## config.mk

```make
export PLATFORM = sky130hd
export DESIGN_NAME = rb_bridge
export DESIGN_NICKNAME = d
export VERILOG_FILES = /design/src/rtl/rb_pkg.sv /design/src/rtl/rb_window.sv /design/src/rtl/rb_ctrl.sv /design/src/rtl/rb_bridge.sv
export SDC_FILE = /design/constraint.sdc
export NUM_CORES = 1
export LEC_CHECK = 0
export BUFFER_PORTS_ARGS = -buffer_cell sky130_fd_sc_hd__buf_2
export CAP_MARGIN = 5
export CORE_MARGIN = 5
export CORE_UTILIZATION = 50
export CTS_CLUSTER_SIZE = 24
export DETAILED_ROUTE_END_ITERATION = 10
export GPL_TIMING_DRIVEN = 0
export PLACE_DENSITY = 0.79
export SETUP_SLACK_MARGIN = 0.05
export SLEW_MARGIN = 25
export SYNTH_ARGS = -nofsm -noshare
export SYNTH_HDL_FRONTEND = slang
export SYNTH_SLANG_ARGS = --single-unit
```

## constraint.sdc

```tcl
create_clock -name clk -period 2.5 [get_ports clk]
set_clock_uncertainty 0.2 [all_clocks]
set_input_delay 0.5 -clock clk [delete_from_list [all_inputs] [get_ports clk]]
set_output_delay 0.5 -clock clk [all_outputs]
set_load 0.005 [all_outputs]
```

## src/rtl/rb_pkg.sv

```systemverilog
package rb_pkg;

  typedef enum logic [1:0] {
    ST_IDLE  = 2'd0,
    ST_BUSY  = 2'd1,
    ST_DONE  = 2'd2,
    ST_DRAIN = 2'd3
  } rb_state_e;

  typedef enum logic [1:0] {
    RQ_NONE = 2'd0,
    RQ_RD   = 2'd1,
    RQ_WR   = 2'd2,
    RQ_BOTH = 2'd3
  } rb_req_e;

  typedef enum logic [1:0] {
    SEL_CMD  = 2'd0,
    SEL_ADDR = 2'd1,
    SEL_RDAT = 2'd2,
    SEL_WDAT = 2'd3
  } rb_sel_e;

  localparam int CMD_RD_BIT  = 0;
  localparam int CMD_WR_BIT  = 1;
  localparam int CMD_ACK_BIT = 2;
  localparam int CMD_VIEW_W  = 3;

  // Classify the two request bits of a command write.
  function automatic rb_req_e rb_decode(input logic [1:0] bits);
    case (bits)
      2'b00:   return RQ_NONE;
      2'b01:   return RQ_RD;
      2'b10:   return RQ_WR;
      default: return RQ_BOTH;
    endcase
  endfunction

  // Command register as the host sees it, derived from the sequencer state.
  function automatic logic [CMD_VIEW_W-1:0] rb_cmd_view(input rb_state_e st,
                                                       input logic op_we);
    logic [CMD_VIEW_W-1:0] v;
    v = '0;
    if (st == ST_BUSY || st == ST_DONE) begin
      v[CMD_WR_BIT] = op_we;
      v[CMD_RD_BIT] = !op_we;
    end
    if (st == ST_DONE) v[CMD_ACK_BIT] = 1'b1;
    return v;
  endfunction

endpackage

```

## src/rtl/rb_window.sv

```systemverilog
module rb_window
  import rb_pkg::*;
#(
  parameter int AW = 32,
  parameter int DW = 32
) (
  input  logic          clk,
  input  logic          rst_n,
  input  logic          wr_ok,
  input  rb_sel_e       sel,
  input  logic [DW-1:0] wdata,
  input  logic          idle,
  input  logic          rd_load,
  input  logic [DW-1:0] ib_rdata,
  output logic [AW-1:0] addr_word,
  output logic [DW-1:0] wdat_q,
  output logic [DW-1:0] rdat_q
);
  localparam int WORD_LSB = $clog2(DW / 8);

  logic [AW-1:WORD_LSB] addr_q;
  logic                 ld_addr;
  logic                 ld_wdat;

  // Operand registers are frozen whenever a command is not idle.
  assign ld_addr = wr_ok && idle && (sel == SEL_ADDR);
  assign ld_wdat = wr_ok && idle && (sel == SEL_WDAT);

  always_ff @(posedge clk or negedge rst_n) begin
    if (!rst_n) begin
      addr_q <= '0;
      wdat_q <= '0;
      rdat_q <= '0;
    end else begin
      if (ld_addr) addr_q <= wdata[AW-1:WORD_LSB];
      if (ld_wdat) wdat_q <= wdata;
      if (rd_load) rdat_q <= ib_rdata;
    end
  end

  assign addr_word = {addr_q, {WORD_LSB{1'b0}}};

endmodule

```

## src/rtl/rb_ctrl.sv

```systemverilog
module rb_ctrl
  import rb_pkg::*;
(
  input  logic                  clk,
  input  logic                  rst_n,
  input  logic                  cmd_wr,
  input  logic [1:0]            cmd_bits,
  input  logic                  ib_ready,
  output logic                  ib_req,
  output logic                  ib_we,
  output logic                  idle,
  output logic                  ack,
  output logic [CMD_VIEW_W-1:0] cmd_view,
  output logic                  ev_issue,
  output logic                  ev_complete,
  output logic                  ev_abort,
  output logic                  rd_load
);
  rb_state_e st_q, st_d;
  logic      op_we_q;
  rb_req_e   kind;
  logic      ev_clear;
  logic      hs;

  assign kind        = rb_decode(cmd_bits);
  assign ev_clear    = cmd_wr && (kind == RQ_NONE);
  assign hs          = ib_req && ib_ready;
  assign ev_issue    = (st_q == ST_IDLE) && cmd_wr && (kind == RQ_RD || kind == RQ_WR);
  assign ev_complete = (st_q == ST_BUSY) && hs && !ev_clear;
  assign ev_abort    = (st_q == ST_BUSY) && ev_clear;
  assign rd_load     = ev_complete && !op_we_q;

  always_comb begin
    st_d = st_q;
    case (st_q)
      ST_IDLE:  if (ev_issue) st_d = ST_BUSY;
      ST_BUSY: begin
        if (ev_abort)         st_d = hs ? ST_IDLE : ST_DRAIN;
        else if (ev_complete) st_d = ST_DONE;
      end
      ST_DONE:  if (ev_clear) st_d = ST_IDLE;
      ST_DRAIN: if (hs)       st_d = ST_IDLE;
      default:                st_d = ST_IDLE;
    endcase
  end

  always_ff @(posedge clk or negedge rst_n) begin
    if (!rst_n) begin
      st_q    <= ST_IDLE;
      op_we_q <= 1'b0;
    end else begin
      st_q <= st_d;
      if (ev_issue) op_we_q <= (kind == RQ_WR);
    end
  end

  assign ib_req   = (st_q == ST_BUSY) || (st_q == ST_DRAIN);
  assign ib_we    = op_we_q;
  assign idle     = (st_q == ST_IDLE);
  assign ack      = (st_q == ST_DONE);
  assign cmd_view = rb_cmd_view(st_q, op_we_q);

endmodule

```

## src/rtl/rb_bridge.sv

```systemverilog
module rb_bridge
  import rb_pkg::*;
#(
  parameter int AW = 32,
  parameter int DW = 32,
  localparam int WORD_LSB = $clog2(DW / 8),
  localparam int WIN_AW = WORD_LSB + 2
) (
  input  logic              clk,
  input  logic              rst_n,
  input  logic              h_we,
  input  logic [WIN_AW-1:0] h_off,
  input  logic [DW-1:0]     h_wdata,
  output logic [DW-1:0]     h_rdata,
  output logic              ib_req,
  output logic              ib_we,
  output logic [AW-1:0]     ib_addr,
  output logic [DW-1:0]     ib_wdata,
  input  logic              ib_ready,
  input  logic [DW-1:0]     ib_rdata
);
  rb_sel_e               sel;
  logic                  aligned;
  logic                  wr_ok;
  logic                  cmd_wr;
  logic                  idle;
  logic                  ack;
  logic                  rd_load;
  logic                  ev_issue;
  logic                  ev_complete;
  logic                  ev_abort;
  logic [CMD_VIEW_W-1:0] cmd_view;
  logic [DW-1:0]         rdat_q;

  assign aligned = (h_off[WORD_LSB-1:0] == '0);
  assign sel     = rb_sel_e'(h_off[WIN_AW-1:WORD_LSB]);
  assign wr_ok   = h_we && aligned;
  assign cmd_wr  = wr_ok && (sel == SEL_CMD);

  rb_ctrl u_ctrl (
    .clk        (clk),
    .rst_n      (rst_n),
    .cmd_wr     (cmd_wr),
    .cmd_bits   (h_wdata[1:0]),
    .ib_ready   (ib_ready),
    .ib_req     (ib_req),
    .ib_we      (ib_we),
    .idle       (idle),
    .ack        (ack),
    .cmd_view   (cmd_view),
    .ev_issue   (ev_issue),
    .ev_complete(ev_complete),
    .ev_abort   (ev_abort),
    .rd_load    (rd_load)
  );

  rb_window #(.AW(AW), .DW(DW)) u_win (
    .clk      (clk),
    .rst_n    (rst_n),
    .wr_ok    (wr_ok),
    .sel      (sel),
    .wdata    (h_wdata),
    .idle     (idle),
    .rd_load  (rd_load),
    .ib_rdata (ib_rdata),
    .addr_word(ib_addr),
    .wdat_q   (ib_wdata),
    .rdat_q   (rdat_q)
  );

  always_comb begin
    h_rdata = '0;
    if (aligned) begin
      case (sel)
        SEL_CMD:  h_rdata = {{(DW-CMD_VIEW_W){1'b0}}, cmd_view};
        SEL_ADDR: h_rdata = DW'(ib_addr);
        SEL_RDAT: h_rdata = rdat_q;
        SEL_WDAT: h_rdata = ib_wdata;
        default:  h_rdata = '0;
      endcase
    end
  end

endmodule

```

==> qor.csv <==
stage,metric,value,unit
synthesis,synthTopCellsByCount,"97 x dfrtp_1, 95 x mux2_2, 34 x nor2_1",
finish,syn_to_final_growth,28.01,%
route,drt_wl_total,12290,µm
synthesis,postSynthCellCount,352,
placed_design,port-buffer-count,166,
synthesis,ys_seq_area_frac,0.5107,
synthesis,ys.flop_type,dfrtp_1,
power,pwr-share-comb,0.397,
route,drt_iter0_markers,169,
global_routing,track_usage,0.2135,
global_routing,grt_max_degree,56,
clock_tree,clock_path_buffers,2,
timing,rsz0062_at_grt,yes,
finish,nNetsFinal,612,
floorplanning,die-area,0.01156,mm²
floorplanning,dieHeight,107.5,µm
synthesis,syn_avg_cell_area,13.50,µm²
power,seq_power_share,0.455,
synthesis,synth-edff-count,0,
clock_tree,cts.sinks,97,
synthesis,synth.most_common_cell,dfrtp_1,
floorplanning,chipWidth,107.5,µm
route,dr.pass1.iters,4,
route,routedWlPerCell,18.43,µm
placed_design,dpl_cell_area,0.005783,mm²
timing,fin_tns_setup,-96.72,ps
timing,slew_violations,0,
clock_tree,clk_latency,350,ps
clock_tree,cts_made_buffers,9,
synthesis,yosys.area.top_type,dfrtp_1,
synthesis,synth_cell_type_count,34,
synthesis,synthArstFlopShare,1.000,
finish,drive_above_1_share,0.6375,
synthesis,yosys_warnings,0,
clock_tree,clk_pin_slew,110,ps
synthesis,yosys_register_bits,97,
route,drc,0,
setup_path,cp-start-kind,register,
setup_path,cp.required,1800,ps
setup_path,arrival,1880,ps
power,power.internal,4.233,mW
timing,min_period,2584,ps
timing,hold_viol,0,
clock_tree,clock_tree.root_cell,clkbuf_8,
route,viasPerCell,5.333,
run_status,failed_checks,setup timing,
timing,slew_headroom,0.6360,
global_routing,grt_overflow_total,0,
finish,fin_area,0.006085,mm²
power,p_clk_frac,0.148,
floorplanning,coreArea,0.009240,mm²
floorplanning,boundaryPins,170,
timing,whs,173.2,ps
power,peakVddDrop,0.5229,mV
timing,fin_crit_sh,1.034,
run_status,status,finished with violations,
timing,setup_viol,2,
setup_path,critPathTopFamily,simple AND/OR/NAND/NOR gates,
placed_design,gp_congestion,0.8064,
global_routing,grt_pass1_vias,3876,
setup_path,cpPeakStageDelay,370,ps
setup_path,cp-end-kind,output port,
floorplanning,rows,35,
setup_path,reg2reg_slack,250,ps
timing,fin_ws,-84.00,ps
timing,worstMarginPinSlew,546.0,ps
power,p_leak,3.165,nW
setup_path,crit_type,reg -> out,
setup_path,cp_max_fo,2,
power,p_switching,1.982,mW
job,maxCapViolCount,0,
setup_path,critical_path_buf_inv_count,2,
synthesis,syn-cell-area,0.004753,mm²
synthesis,synth_top_cell_area_share,0.5107,
power,switching_share,0.3189,
route,ant_nets,0,
route,dr_total_vias,3557,
clock_tree,htree_levels,3,
min_path,hold_path.class,in -> reg,
clock_tree,cts_tree,built,
finish,nFillCells,748,
placed_design,hpwl,9002,µm
setup_path,crit_chain,inv_2 -> ha_4 -> or3b_4 -> a21oi_2 -> a31oi_1 -> nor2_1 -> buf_2,
global_routing,grt_pass1_wl,19450,µm
power,power_density,1021,mW/mm²
timing,max_freq,387.0,MHz
setup_path,critPathSlowestCell,dfrtp_1,
synthesis,yosys-top-cells-area,"dfrtp_1 51%, mux2_2 23%, mux2_4 9.5%",
floorplanning,initial_utilization,0.5144,
finish,num_antenna_cells,0,
global_routing,grt_antenna_before_repair,0,
## worst register-to-register path: cells and delay by family, from the launching register on
kind / cells / cell delay [ps]
simple gates: 1 / 420
buf+inv: 3 / 560
fa+ha+maj: 1 / 200
mux: 1 / 370
flops: 1 / 370
## placed cells by master, fill, tap and decap left out, drive strengths merged, types with 3 or more instances in the layout
| master | count |
|---|---|
| ha | 6 |
| mux2 | 126 |
| a31oi | 3 |
| buf | 188 |
| inv | 9 |
| nand2 | 4 |
| dfrtp | 97 |
| a22oi | 29 |
| clkbuf | 16 |
| nor2 | 34 |
## cell families (layout without fill, tap and decap cells)
logic type | count (synthesis) | count (layout) | share of synthesized area
flops | 97 | 97 | 0.5107
buf+inv | 33 | 218 | 0.03554
mux | 127 | 127 | 0.3269
compound gates | 38 | 38 | 0.05949
simple gates | 50 | 50 | 0.05080
fa+ha+maj | 6 | 6 | 0.01579
other cells | 1 | 2 | 0.0007889
## worst paths after layout
kind                                  start                to  cells past startpoint
setup / recovery             u_ctrl.st_q[0]        h_rdata[0]                      7
hold reg to reg            u_win.rdat_q[31]  u_win.rdat_q[31]                      1
hold / removal                 ib_rdata[12]  u_win.rdat_q[12]                      2
min in group asynchronous             rst_n  u_win.wdat_q[26]                      2
max in group asynchronous             rst_n  u_win.wdat_q[15]                      3
setup reg to reg             u_ctrl.st_q[0]  u_win.rdat_q[27]                      6
## area by class of cell
class / count / area, µm² / area share
plain buffers: 26 / 210.2 / 0.03455
clock buffers: 9 / 123.9 / 0.02036
clock inverters: 6 / 42.54 / 0.006992
inverters: 7 / 26.28 / 0.004318
multi-input cells: 223 / 2203 / 0.3621
flip-flops and latches: 97 / 2427 / 0.3989
well taps: 129 / 161.4 / 0.02653
repair buffers: 170 / 889.6 / 0.1462
## metal layers
layer | vias up | wire [µm] | GRT usage
met2 | 119 | 6108 | 0.3708
met1 | 1797 | 5276 | 0.2747
met4 | 0 | 130 | 0.05140
li1 | 1628 | - | -
met5 | - | 0 | 0
met3 | 13 | 775 | 0.04139
## state kept, by name, summed over array words and instances (netlist names)
name          count
u_win.wdat_q     32
u_ctrl.ib_we      1
u_win.rdat_q     32
u_ctrl.st_q       2
u_win.addr_q     30
## what timing repair did
action / in CTS / in global routing
hold buffers: 1 / 0
pin swaps: 3 / 2
endpoints found under the hold margin: 42 / 0
endpoints found under the setup margin: 32 / 58
setup buffers: 2 / 0
resized for setup: 16 / 18
## metrics by stage
step | util | power (mW) | cells | setup slack, ps
2_1_floorplan | - | 4.267 | 353 | 161.3
3_3_place_gp | 0.6222 | 5.113 | 648 | -579.7
3_5_place_dp | 0.6259 | 5.256 | 649 | -596.1
4_1_cts | 0.6515 | 6.228 | 667 | -115.6
5_1_grt | 0.6585 | 6.630 | 667 | -154.6
6_report | 0.6585 | 6.214 | 667 | -84.00
## power by group through the flow
| stage | clock network (mW) | logic (mW) | registers [mW] |
|---|---|---|---|
| finish | 0.921 | 2.47 | 2.83 |
| floorplan | 0 | 1.47 | 2.80 |
| global route | 1.01 | 2.69 | 2.93 |
| CTS | 0.935 | 2.47 | 2.82 |
| detailed placement | 0 | 2.40 | 2.86 |
| global placement | 0 | 2.32 | 2.79 |
Power figures use the tool's default switching activity.
